===== src/rtl/pls_pkg.sv =====
package pls_pkg;
  localparam int LANES = 4;
  localparam int BITS  = 7;
  localparam int WORD  = LANES * BITS;
  localparam int PW    = $clog2(BITS);
  localparam int SPARE_POS = 23;

  typedef logic [WORD-1:0] word_t;

  // Fixed placement of colour and control bits into the 28-bit word.
  function automatic word_t pack_pixel(input logic [7:0] r, input logic [7:0] g,
                                       input logic [7:0] b, input logic hs,
                                       input logic vs, input logic dv, input logic sp);
    word_t w;
    w[4:0]   = r[4:0];
    w[5]     = r[7];
    w[6]     = r[5];
    w[9:7]   = g[2:0];
    w[11:10] = g[7:6];
    w[14:12] = g[5:3];
    w[15]    = b[0];
    w[17:16] = b[7:6];
    w[22:18] = b[5:1];
    w[23]    = sp;
    w[24]    = hs;
    w[25]    = vs;
    w[26]    = dv;
    w[27]    = r[6];
    return w;
  endfunction
endpackage


===== src/rtl/pls_phase.sv =====
module pls_phase #(
  parameter int N  = 7,
  parameter int PW = 3
) (
  input  logic          clk,
  input  logic          rst_n,
  output logic [PW-1:0] phase,
  output logic          last
);
  localparam logic [PW-1:0] TOP = PW'(N - 1);

  always_ff @(posedge clk or negedge rst_n) begin
    if (!rst_n)      phase <= '0;
    else if (last)   phase <= '0;
    else             phase <= phase + 1'b1;
  end

  assign last = (phase == TOP);

  a_r2_phase_range: assert property (@(posedge clk) disable iff (!rst_n)
    phase <= TOP);
  a_r2_wrap: assert property (@(posedge clk) disable iff (!rst_n)
    last |=> (phase == '0));
  a_r2_step: assert property (@(posedge clk) disable iff (!rst_n)
    !last |=> (phase == $past(phase) + 1'b1));
endmodule


===== src/rtl/pls_shift.sv =====
module pls_shift #(
  parameter int W = 7,
  parameter logic [W-1:0] RST_VAL = '0
) (
  input  logic         clk,
  input  logic         rst_n,
  input  logic         load,
  input  logic [W-1:0] din,
  output logic         sout
);
  logic [W-1:0] sreg;

  always_ff @(posedge clk or negedge rst_n) begin
    if (!rst_n)    sreg <= RST_VAL;
    else if (load) sreg <= din;
    else           sreg <= {sreg[W-2:0], 1'b0};
  end

  assign sout = sreg[W-1];

  // a load places the whole group, MSB first on the line
  a_r7_load: assert property (@(posedge clk) disable iff (!rst_n)
    load |=> (sreg == $past(din)));
  // between loads the register only shifts; input changes do not enter
  a_r10_shift_only: assert property (@(posedge clk) disable iff (!rst_n)
    !load |=> (sreg[W-1:1] == $past(sreg[W-2:0])));
endmodule


===== src/rtl/pixel_link_ser.sv =====
module pixel_link_ser
  import pls_pkg::*;
#(
  parameter bit              PASS_RSVD   = 1'b1,
  parameter logic [BITS-1:0] CLK_PATTERN = 7'b1100011
) (
  input  logic             clk_bit,
  input  logic             rst_n,
  input  logic [7:0]       px_red,
  input  logic [7:0]       px_green,
  input  logic [7:0]       px_blue,
  input  logic             px_hsync,
  input  logic             px_vsync,
  input  logic             px_valid,
  input  logic             px_spare,
  output logic             take,
  output logic [LANES-1:0] lane_data,
  output logic             lane_clk
);
  localparam int SPARE_LANE = SPARE_POS / BITS;
  localparam int SPARE_SLOT = BITS - 1 - (SPARE_POS % BITS);

  logic [PW-1:0] phase;
  logic          frame_last;
  logic          spare_eff;
  word_t         frame_word;

  pls_phase #(.N(BITS), .PW(PW)) u_phase (
    .clk   (clk_bit),
    .rst_n (rst_n),
    .phase (phase),
    .last  (frame_last)
  );

  generate
    if (PASS_RSVD) begin : g_spare_pass
      assign spare_eff = px_spare;
    end else begin : g_spare_zero
      assign spare_eff = 1'b0;
    end
  endgenerate

  assign frame_word = pack_pixel(px_red, px_green, px_blue,
                                 px_hsync, px_vsync, px_valid, spare_eff);
  assign take = frame_last;

  generate
    for (genvar l = 0; l < LANES; l++) begin : g_lane
      pls_shift #(.W(BITS), .RST_VAL('0)) u_lane (
        .clk   (clk_bit),
        .rst_n (rst_n),
        .load  (frame_last),
        .din   (frame_word[l*BITS +: BITS]),
        .sout  (lane_data[l])
      );
    end
  endgenerate

  pls_shift #(.W(BITS), .RST_VAL(CLK_PATTERN)) u_clk_lane (
    .clk   (clk_bit),
    .rst_n (rst_n),
    .load  (frame_last),
    .din   (CLK_PATTERN),
    .sout  (lane_clk)
  );

  // clock lane bit tracks the frame phase
  a_r8_clk_lane: assert property (@(posedge clk_bit) disable iff (!rst_n)
    lane_clk == CLK_PATTERN[BITS-1-int'(phase)]);
  // suppressed spare bit never reaches its lane slot
  a_r9_spare_zero: assert property (@(posedge clk_bit) disable iff (!rst_n)
    (!PASS_RSVD && (int'(phase) == SPARE_SLOT)) |-> !lane_data[SPARE_LANE]);
  // strobe spacing
  a_r2_take_gap: assert property (@(posedge clk_bit) disable iff (!rst_n)
    take |=> !take);
endmodule


===== config.mk =====
export PLATFORM = sky130hd
export DESIGN_NAME = pixel_link_ser
export DESIGN_NICKNAME = d
export VERILOG_FILES = /design/src/rtl/pls_pkg.sv /design/src/rtl/pls_phase.sv /design/src/rtl/pls_shift.sv /design/src/rtl/pixel_link_ser.sv
export SDC_FILE = /design/constraint.sdc
export NUM_CORES = 1
export LEC_CHECK = 0
export BUFFER_PORTS_ARGS = -buffer_cell sky130_fd_sc_hd__buf_4
export CAP_MARGIN = 0
export CORE_MARGIN = 3
export CORE_UTILIZATION = 50
export CTS_BUF_LIST = sky130_fd_sc_hd__clkbuf_8
export CTS_CLUSTER_DIAMETER = 40
export DETAILED_ROUTE_END_ITERATION = 10
export HOLD_SLACK_MARGIN = 0.1
export PLACE_DENSITY = 0.75
export SLEW_MARGIN = 0
export SYNTH_ARGS = -nofsm -noshare
export SYNTH_HDL_FRONTEND = slang
export SYNTH_SLANG_ARGS = --single-unit

===== constraint.sdc =====
create_clock -name clk_bit -period 2.1 [get_ports clk_bit]
set_input_delay 0.105 -clock clk_bit [delete_from_list [all_inputs] [get_ports clk_bit]]
set_output_delay 0.105 -clock clk_bit [all_outputs]
set_load 0.02 [all_outputs]

==> results of run 1 <==
## routing by layer
layer / GRT usage, % / part of all wire (%) / up-vias
met5: 0 / 0 / -
met1: 17.0 / 40 / 419
met4: 8.36 / 1.7 / 0
met3: 4.47 / 5.3 / 5
li1: - / - / 417
met2: 27.6 / 53 / 27
## cells by family after synthesis
logic type	share of synthesized area, %
compound gates	0.674
buf+inv	5.40
mux	23.7
flops	64.5
simple gates	5.74
## through the flow
stage          utilization [%]  total power (µW)  worst slack, ps  std cells  hold slack, ps
2_1_floorplan                -               821              918         91            -191
3_3_place_gp              62.1               877              604        150            84.4
3_5_place_dp              62.1               882              570        150            95.7
4_1_cts                   75.8              1420              362        187             322
5_1_grt                   75.8              1470              235        187             349
6_report                  75.8              1410              356        187             309
## registers in the layout, indices dropped and copies added (netlist names)
register,flops
g_lane.u_lane.sreg,28
u_clk_lane.sreg,7
u_phase.phase,3
## cell usage in the layout, fill, tap and decap left out
cell,synthesis,layout
nand2_1,1,1
or3b_2,1,1
and2_1,3,3
mux2_2,5,5
dfrtp_1,34,34
mux2i_1,1,1
dfstp_2,4,4
inv_1,6,7
clkbuf_8,0,6
mux2_4,19,19
a21oi_1,1,1
nor2_1,4,4
o21ai_0,1,1
dlygate4sd3_1,0,29
buf_4,4,35
nand3b_4,1,1
clkinv_2,0,1
nand2b_1,3,3
## final cells by class
| cell class | instances | area (µm²) | share of cell area [%] |
|---|---|---|---|
| tap | 31 | 38.8 | 1.84 |
| clock inverter | 2 | 8.76 | 0.415 |
| clock buffer | 6 | 82.6 | 3.92 |
| timing repair buffer | 64 | 553 | 26.2 |
| multi-input combinational | 40 | 447 | 21.2 |
| inverter | 6 | 22.5 | 1.07 |
| sequential | 38 | 956 | 45.3 |
## report_power, final
part           switching (µW)  internal, µW
registers                7.78           759
clock network             238           260
logic                    41.9           101
total                     288          1120
## what timing repair did
item	CTS	global route
endpoints found under the setup margin	0	0
hold endpoints to repair	62	0
hold buffers	29	0
## worst min path at each step
| stage | start | to | slack, ps | cells past startpoint |
|---|---|---|---|---|
| floorplan | rst_n | g_lane[0].u_lane.sreg[0]$_DFF_PN0_ | -190 | 0 |
| CTS | rst_n | g_lane[3].u_lane.sreg[4]$_DFF_PN0_ | 320 | 2 |
| global placement | rst_n | g_lane[2].u_lane.sreg[6]$_DFF_PN0_ | 80 | 1 |
| finish | rst_n | g_lane[2].u_lane.sreg[5]$_DFF_PN0_ | 310 | 2 |
| global route | rst_n | g_lane[2].u_lane.sreg[5]$_DFF_PN0_ | 350 | 2 |
| detailed placement | rst_n | g_lane[3].u_lane.sreg[4]$_DFF_PN0_ | 100 | 1 |
==> results by group, run 1 <==
Outcome
  • Status: completed

Pwr
  • Power Dens Cells: 668 nW/µm²
  • VDD IR-drop max: 0.627 mV
  • Leakage power: 0.00111 µW

Clock network
  • CTS sink cnt: 38
  • CTS resizes: 0
  • CTS buffer count: 5
  • CTS tree: done
  • Clock latency on the worst-skew pair: 280 ps
  • Clk slew on worst S/H paths: 70 ps
  • Post-CTS setup buffers: 0
  • Root Driver: clkbuf_8
  • Maximum clock path buffer count: 2
  • H-Tree Level Count: 2

Route
  • Vias: 868
  • DRT iter0 DRCs: 14
  • Final wirelength: 2420 µm
  • Via-to-Cell Ratio: 4.64
  • # DRC: 0
  • Final ANT Viol Nets: 0
  • Post-detailed-route wirelength per cell: 12.9 µm
  • Iteration count of the initial detailed-routing pass: 2

Place
  • Final estimated routing congestion in global placement: 0.635
  • DPL Wire Length: 1320 µm
  • Port buffer count: 35
  • Dpl cell area: 1730 µm²

Timing
  • Minimum clock period: 1740 ps
  • Worst Skew: 4.90 ps
  • RSZ-0062 raised after global routing: false
  • Post-Route Setup TNS: 0 ps
  • Crit share post-route: 83.0%
  • Final Hold Fails: 0
  • Slew @ Worst Pin: 550 ps
  • Final Max Slew Viols: 0
  • Fmax: 0.573 GHz
  • Max-slew headroom: 63.3%
  • Setup violators final: 0

Finish
  • Final Net Count: 185
  • Final instance area: 2110 µm²
  • N_diodes: 0
  • Filler cell count: 162
  • Layout cells sized above 1: 46.2%
  • Synth-to-Final Area Change: 42.2%

Floorplanning
  • Starting density of the core: 53.3%
  • Die footprint: 3650 µm²
  • Die X: 60.5 µm
  • Core Area: 2780 µm²
  • Ports: 36
  • Row count: 19
  • Die Y: 60.5 µm

GRT
  • First-pass GRT wire length: 4060 µm
  • Global route total overflow: 0
  • GRT Util Overall: 15.7%
  • Largest net degree at the start of global routing: 39
  • Initial antenna violation count: 0
  • Vias in the first global route: 970

Run
  • Max cap viols: 0

Setup path
  • Cell depth of the worst setup path: 3
  • Crit path kind: reg2out
  • CP max stage cell: nand3b_4
  • CP Data Required Time: 2000 ps
  • Worst Reg2Reg Path Length in Cells: 2
  • Arrival time worst endpoint: 1640 ps
  • CP Launch Type: register
  • R2r setup slk: 570 ps
  • Worst Path Max Fanout: 35
  • Critical path endpoint category: primary output
  • Critical path endpoint: take
  • Crit path launch: u_phase.phase[0]$_DFF_PN0_
  • Reg-to-reg endpoint: g_lane[2].u_lane.sreg[2]$_DFF_PN0_
  • Crit path cell chain: nand3b_4, inv_1, buf_4
  • CP top delay family: simple AND/OR/NAND/NOR gates
  • Crit-path max cell delay: 520 ps
  • CP bufs+invs: 2
  • RR Startpoint: u_phase.phase[0]$_DFF_PN0_

Synthesis
  • Post-Syn Area: 1480 µm²
  • Yosys warns: 0
  • Ys async rst share: 100%
  • Post-synth top area share: 57.4%
  • Syn Inst Count: 91
  • Count leader, synth: dfrtp_1
  • Yosys cell types: 17
  • Syn_area_per_cell: 16.3 µm²
  • Largest cells by area after synthesis: dfrtp_1 57%, mux2_4 19%, dfstp_2 7.1%
  • EDFF count, synth: 0
  • Sequential-to-total area share from yosys stat: 64.5%
  • Synth cell count leaders: 34 x dfrtp_1, 19 x mux2_4, 6 x inv_1, 5 x mux2_2
  • Top FF cell, synth: dfrtp_1
  • Synth area leader: dfrtp_1
  • Seq cells post-synth: 38
  • Mapped Nets: 121

Hold path
  • Min-delay worst type: in2async
Power figures use the tool's default switching activity.
==> run 2, diff against run 1 <==
==> constraint.sdc (replaced) <==
create_clock -name clk_bit -period 1.76 [get_ports clk_bit]
set_input_delay 0.088 -clock clk_bit [delete_from_list [all_inputs] [get_ports clk_bit]]
set_output_delay 0.088 -clock clk_bit [all_outputs]
set_load 0.02 [all_outputs]
==> run 2 against run 1 <==
Against the previous run:
- via count is 2.0% higher
- clock skew increased by 1.3 ps
- global-route usage up 0.89 points
- routed wire length rose by 6.7%
- combinational power rose by 20%
- critical path type unchanged
- critical endpoint unchanged
==> results by group, run 2 (synthesis gave the netlist of run 1 again) <==
Outcome
  • Status: completed (unchanged)

Pwr
  • Flop pwr share: 56.1% (was 54.4%)
  • NetSw: 340 µW (was 288 µW)
  • Leakage power: 0.00112 µW (was 0.00111 µW)
  • P_int: 1290 µW (was 1120 µW)
  • Power Dens Cells: 768 nW/µm² (was 668 nW/µm²)
  • VDD IR-drop max: 0.709 mV (was 0.627 mV)
  • Combinational power share: 10.6% (was 10.2%)
  • Sw Share: 20.9% (was 20.5%)
  • Clock power share: 33.3% (was 35.4%)

Timing
  • Post-Route Setup TNS: 0 ps (unchanged)
  • Max-slew headroom: 69.6% (was 63.3%)
  • Final Max Slew Viols: 0 (unchanged)
  • Fmax: 0.651 GHz
  • RSZ-0062 raised after global routing: false (unchanged)
  • Slew @ Worst Pin: 456 ps (was 550 ps)
  • Crit share post-route: 87.3%
  • Minimum clock period: 1540 ps
  • Worst Skew: 6.16 ps (was 4.90 ps)
  • Final Hold Fails: 0 (unchanged)
  • Setup ws final: 224 ps (was 356 ps)
  • Setup violators final: 0 (unchanged)

Finish
  • Highest-count cells in the layout ignoring fill and taps: 37 x buf_4, 34 x dfrtp_1, 29 x dlygate4sd3_1 (was 35 x buf_4, 34 x dfrtp_1, 29 x dlygate4sd3_1)
  • Biggest register: g_lane.u_lane.sreg (unchanged)
  • Layout cells sized above 1: 45.9% (was 46.2%)
  • Filler cell count: 168 (was 162)
  • Top flop regs: g_lane.u_lane.sreg x28, u_clk_lane.sreg x7, u_phase.phase x3 (unchanged)
  • N_diodes: 0 (unchanged)
  • Area used by multi-input combinational logic: 458 µm² (was 447 µm²)
  • Final Net Count: 188 (was 185)
  • Synth-to-Final Area Change: 43.2% (was 42.2%)
  • Leading cell type in the layout, fill and taps excluded: buf_4 (unchanged)
  • Register area: 956 µm² (unchanged)
  • Layout Utilization: 76.3% (was 75.8%)
  • Final instance area: 2120 µm² (was 2110 µm²)
  • Number of flip-flops in the largest register: 28 (unchanged)

Floorplanning
  • Row count: 19 (unchanged)
  • Core Area: 2780 µm² (unchanged)
  • Die X: 60.5 µm (unchanged)
  • Ports: 36 (unchanged)
  • Die Y: 60.5 µm (unchanged)
  • Die footprint: 3650 µm² (unchanged)
  • Starting density of the core: 53.3% (unchanged)

Setup path
  • CP Data Required Time: 1670 ps (was 2000 ps)
  • Worst Path Max Fanout: 17 (was 35)
  • Arrival time worst endpoint: 1450 ps (was 1640 ps)
  • CP Launch Type: register (unchanged)
  • Crit path kind: reg2out (unchanged)
  • Critical path endpoint category: primary output (unchanged)
  • Worst Reg2Reg Path Length in Cells: 2 (unchanged)

Clock network
  • CTS resizes: 0 (unchanged)
  • CTS buffer count: 5 (unchanged)
  • H-Tree Level Count: 2 (unchanged)
  • Clk slew on worst S/H paths: 70 ps (about the same)
  • Clock latency on the worst-skew pair: 280 ps (about the same)
  • CTS sink cnt: 38 (unchanged)
  • Maximum clock path buffer count: 2 (unchanged)
  • Root Driver: clkbuf_8 (unchanged)
  • CTS tree: done (unchanged)
  • Post-CTS setup buffers: 0 (unchanged)

Place
  • DPL Wire Length: 1380 µm (was 1320 µm)
  • Final estimated routing congestion in global placement: 0.594 (was 0.635)
  • Dpl cell area: 1740 µm² (was 1730 µm²)
  • Placement Setup Slack: 254 ps (was 570 ps)
  • Port buffer count: 35 (unchanged)

GRT
  • GRT Util Overall: 16.6% (was 15.7%)
  • Largest net degree at the start of global routing: 39 (unchanged)
  • Global route total overflow: 0 (unchanged)
  • Initial antenna violation count: 0 (unchanged)
  • Vias in the first global route: 948 (was 970)
  • First-pass GRT wire length: 4170 µm (was 4060 µm)

Route
  • Final wirelength: 2580 µm (was 2420 µm)
  • Post-detailed-route wirelength per cell: 13.6 µm (was 12.9 µm)
  • Vias: 885 (was 868)
  • Via-to-Cell Ratio: 4.66 (was 4.64)
  • Final ANT Viol Nets: 0 (unchanged)
  • # DRC: 0 (unchanged)
  • Iteration count of the initial detailed-routing pass: 4 (was 2)
  • DRT iter0 DRCs: 22 (was 14)

Hold path
  • Min-delay worst type: in2async (unchanged)

Run
  • Max cap viols: 0 (unchanged)
[run 2: power groups by stage]
stage          Combinational (µW)  Clock [µW]  Sequential [µW]
3_5_place_dp                  121           0              931
5_1_grt                       188         596              918
2_1_floorplan                52.0           0              928
3_3_place_gp                  117           0              929
6_report                      172         543              914
4_1_cts                       173         563              915
[run 2: critical path, cell delays in order (launching register included)]
cell and delay [ps]:
dfrtp_1 490, nand3b_4 320, inv_1 180, buf_4 160
[run 2: worst paths after layout]
path / slack [ps] / end / from
max: 220 / take / u_phase.phase[1]$_DFF_PN0_
min: 290 / g_lane[2].u_lane.sreg[5]$_DFF_PN0_ / rst_n
max reg2reg: 320 / g_lane[1].u_lane.sreg[2]$_DFF_PN0_ / u_phase.phase[0]$_DFF_PN0_
min reg2reg: 440 / u_clk_lane.sreg[5]$_DFF_PN1_ / u_clk_lane.sreg[4]$_DFF_PN0_
max in group asynchronous: 1110 / u_clk_lane.sreg[5]$_DFF_PN1_ / rst_n
min in group clk_bit: 440 / u_clk_lane.sreg[5]$_DFF_PN1_ / u_clk_lane.sreg[4]$_DFF_PN0_
[run 2: per-stage QoR]
stage	std cells	power (µW)	hold WS, ps
after floorplan	91	980	-208
after global placement	152	1050	66.1
after detailed placement	152	1050	73.2
after CTS	189	1650	312
after global routing	190	1700	329
final	190	1630	293
[run 2: final cells by class]
class	count	area share, %
clock buffers	5	3.24
well taps	31	1.83
flip-flops and latches	38	45.0
clock inverters	3	0.530
repair buffers	66	26.8
multi-input cells	41	21.6
inverters	6	1.06
[run 2: layer usage]
| metal | vias up | share of wire, % | track usage, % |
|---|---|---|---|
| met2 | 28 | 54 | 28.4 |
| met3 | 5 | 5.0 | 4.89 |
| li1 | 425 | - | - |
| met5 | - | 0 | 0 |
| met1 | 427 | 39 | 18.0 |
| met4 | 0 | 2.1 | 10.2 |
[run 2: what timing repair did]
action                     4_1_cts  5_1_grt
setup endpoints to repair        0        1
hold buffers                    29        0
hold endpoints to repair        66        0
==> run 3, diff against run 2 <==
--- a/config.mk
+++ b/config.mk
@@ -7,13 +7,12 @@
 export LEC_CHECK = 0
 export BUFFER_PORTS_ARGS = -buffer_cell sky130_fd_sc_hd__buf_4
 export CAP_MARGIN = 0
-export CORE_MARGIN = 3
-export CORE_UTILIZATION = 50
+export CORE_UTILIZATION = 49
 export CTS_BUF_LIST = sky130_fd_sc_hd__clkbuf_8
 export CTS_CLUSTER_DIAMETER = 40
 export DETAILED_ROUTE_END_ITERATION = 10
 export HOLD_SLACK_MARGIN = 0.1
-export PLACE_DENSITY = 0.75
+export PLACE_DENSITY = 0.77
 export SLEW_MARGIN = 0
 export SYNTH_ARGS = -nofsm -noshare
 export SYNTH_HDL_FRONTEND = slang
==> constraint.sdc (replaced) <==
create_clock -name clk_bit -period 1.3 [get_ports clk_bit]
set_input_delay 0.065 -clock clk_bit [delete_from_list [all_inputs] [get_ports clk_bit]]
set_output_delay 0.065 -clock clk_bit [all_outputs]
set_load 0.02 [all_outputs]
==> run 3 against run 2 <==
Against the previous run:
- non-clock buffer count up 7
- sequential power up 36%
- the run now ends with design-rule violations left
- die area down 11%
- critical path depth unchanged
- sequential share of layout area down 3.0 points
- critical endpoint is now g_lane[2].u_lane.sreg[2]$_DFF_PN0_
- register-to-register slack worse by 310 ps
- routed wire length down 0.35%
==> results by group, run 3 (synthesis gave the netlist of run 1 again) <==
Outcome
  • Status: finished with violations (was completed)
  • Failing checks: design-rule violations

Setup path
  • R2r setup slk: 9 ps (was 320 ps)
  • CP Launch Type: register (unchanged)
  • CP Data Required Time: 1470 ps (was 1670 ps)
  • Crit path kind: reg2reg (was reg2out)
  • Cell depth of the worst setup path: 3 (unchanged)
  • CP bufs+invs: 1 (was 2)
  • Arrival time worst endpoint: 1460 ps (was 1450 ps)
  • Crit path cell chain: nand3b_4, bufbuf_16, mux2_4 (was nand3b_4, inv_1, buf_4)
  • CP top delay family: flip-flops (unchanged)
  • Worst Reg2Reg Path Length in Cells: 3 (was 2)
  • RR Startpoint: u_phase.phase[0]$_DFF_PN0_ (unchanged)
  • Critical path endpoint: g_lane[2].u_lane.sreg[2]$_DFF_PN0_ (was take)
  • Crit-path max cell delay: 390 ps (was 490 ps)
  • Worst Path Max Fanout: 10 (was 17)
  • Crit path launch: u_phase.phase[0]$_DFF_PN0_ (was u_phase.phase[1]$_DFF_PN0_)
  • Critical path endpoint category: register (was primary output)
  • Reg-to-reg endpoint: g_lane[2].u_lane.sreg[2]$_DFF_PN0_ (was g_lane[1].u_lane.sreg[2]$_DFF_PN0_)
  • CP max stage cell: dfrtp_1 (unchanged)

Timing
  • Slew @ Worst Pin: 465 ps (was 456 ps)
  • Fmax: 0.775 GHz
  • Minimum clock period: 1290 ps
  • RSZ-0062 raised after global routing: true (was false)
  • Setup ws final: 9.31 ps (was 224 ps)
  • Worst Skew: 5.07 ps (was 6.16 ps)
  • Setup violators final: 0 (unchanged)
  • Final Hold Fails: 0 (unchanged)
  • Max-slew headroom: 69.0% (was 69.6%)
  • Final Max Slew Viols: 0 (unchanged)
  • Hold_ws: 277 ps (was 293 ps)
  • Crit share post-route: 99.3%

Finish
  • Number of flip-flops in the largest register: 28 (unchanged)
  • Finished Layout Cells: 196 (was 190)
  • Filler cell count: 149 (was 168)
  • Final Net Count: 194 (was 188)
  • Synth-to-Final Area Change: 53.5% (was 43.2%)
  • Layout cells sized above 1: 50.9% (was 45.9%)
  • Leading cell type in the layout, fill and taps excluded: buf_4 (unchanged)
  • Biggest register: g_lane.u_lane.sreg (unchanged)
  • N_diodes: 0 (unchanged)
  • Top flop regs: g_lane.u_lane.sreg x28, u_clk_lane.sreg x7, u_phase.phase x3 (unchanged)
  • Highest-count cells in the layout ignoring fill and taps: 36 x buf_4, 33 x dfrtp_1, 29 x dlygate4sd3_1 (was 37 x buf_4, 34 x dfrtp_1, 29 x dlygate4sd3_1)
  • Layout Utilization: 81.1% (was 76.3%)

Route
  • Via-to-Cell Ratio: 4.78 (was 4.66)
  • DRT iter0 DRCs: 17 (was 22)
  • Final wirelength: 2570 µm (was 2580 µm)
  • Iteration count of the initial detailed-routing pass: 7 (was 4)
  • Final ANT Viol Nets: 0 (unchanged)
  • # DRC: 6 (was 0)
  • Vias: 936 (was 885)
  • Post-detailed-route wirelength per cell: 13.1 µm (was 13.6 µm)

Clock network
  • Clk slew on worst S/H paths: 70 ps (about the same)
  • H-Tree Level Count: 2 (unchanged)
  • Clock latency on the worst-skew pair: 290 ps (was 280 ps)
  • CTS sink cnt: 38 (unchanged)
  • CTS buffer count: 5 (unchanged)
  • Root Driver: clkbuf_8 (unchanged)
  • Maximum clock path buffer count: 2 (unchanged)
  • CTS tree: done (unchanged)

Hold path
  • Min-delay worst type: in2async (unchanged)

GRT
  • Initial antenna violation count: 0 (unchanged)
  • First-pass GRT wire length: 4390 µm (was 4170 µm)
  • Global route total overflow: 0 (unchanged)
  • GRT Util Overall: 18.9% (was 16.6%)
  • Largest net degree at the start of global routing: 39 (unchanged)
  • Vias in the first global route: 1,058 (was 948)

Place
  • Final estimated routing congestion in global placement: 0.655 (was 0.594)
  • Port buffer count: 35 (unchanged)
  • Placement Setup Slack: 82.7 ps (was 254 ps)
  • Cell count after placement: 153 (was 152)

Pwr
  • Power Dens Cells: 1050 nW/µm² (was 768 nW/µm²)
  • Leakage power: 0.00119 µW (was 0.00112 µW)
  • VDD IR-drop max: 0.777 mV (was 0.709 mV)

Floorplanning
  • Die X: 57.0 µm (was 60.5 µm)
  • Die footprint: 3250 µm² (was 3650 µm²)
  • Core Area: 2810 µm² (was 2780 µm²)
  • Die Y: 57.0 µm (was 60.5 µm)
  • Starting density of the core: 52.9% (was 53.3%)
  • Ports: 36 (unchanged)
  • Row count: 19 (unchanged)

Run
  • Max cap viols: 0 (unchanged)
## run 3: changes by cell type in the layout (fill, tap and decap cells not counted)
cell,before,now
buf_4,37,36
inv_4,0,1
clkbuf_8,5,8
dfrtp_2,0,1
buf_6,0,4
inv_1,9,5
bufbuf_16,0,1
nand3b_2,1,0
dfrtp_1,34,33
buf_12,0,3
## run 3: power by group
group | leakage (µW) | switching [µW] | internal [µW]
clock | 0.0000575 | 383 | 535
combinational | 0.000683 | 68.2 | 164
sequential | 0.000451 | 12.3 | 1230
total | 0.00119 | 464 | 1920
## run 3: metal layers
metal / vias up / track usage, % / share of wire, %
li1: 439 / - / -
met1: 459 / 18.5 / 35
met2: 32 / 36.3 / 58
met3: 6 / 4.08 / 4.4
met4: 0 / 10.5 / 2.1
met5: - / 0 / 0
## run 3: final cells by class
class / count / area (µm²) / share of cell area (%)
repair buffers: 73 / 698 / 30.7
well taps: 31 / 38.8 / 1.70
flip-flops and latches: 38 / 957 / 42.1
inverters: 6 / 25.0 / 1.10
multi-input cells: 40 / 447 / 19.6
clock buffers: 8 / 110 / 4.84
## run 3: worst register-to-register path, stage by stage, from the launching register on
cell,delay (ps)
dfrtp_1,390
nand3b_4,200
bufbuf_16,300
mux2_4,290
## run 3: repair_timing
| action | 4_1_cts | 5_1_grt |
|---|---|---|
| hold endpoints to repair | 66 | 0 |
| cloned | 1 | 0 |
| hold buffers | 29 | 0 |
| setup endpoints to repair | 1 | 7 |
| pin swaps | 0 | 0 |
| resized for setup | 3 | 4 |
| buffers inserted | 5 | 0 |
## run 3: worst min path at each step
stage	from	to	slack, ps	cells after the start
CTS	rst_n	g_lane[3].u_lane.sreg[6]$_DFF_PN0_	290	2
global route	rst_n	g_lane[3].u_lane.sreg[2]$_DFF_PN0_	300	2
detailed placement	rst_n	g_lane[2].u_lane.sreg[6]$_DFF_PN0_	50	1
global placement	rst_n	g_lane[2].u_lane.sreg[6]$_DFF_PN0_	40	1
finish	rst_n	g_lane[2].u_lane.sreg[5]$_DFF_PN0_	280	2
floorplan	rst_n	g_lane[0].u_lane.sreg[0]$_DFF_PN0_	-230	0
## run 3: stage by stage
step / TNS [ps] / cell area, µm² / total power [µW]
floorplan: 0 / 1480 / 1330
global placement: 0 / 1770 / 1420
detailed placement: 0 / 1770 / 1420
CTS: 0 / 2260 / 2410
global route: -66.2 / 2280 / 2490
finish: 0 / 2280 / 2390
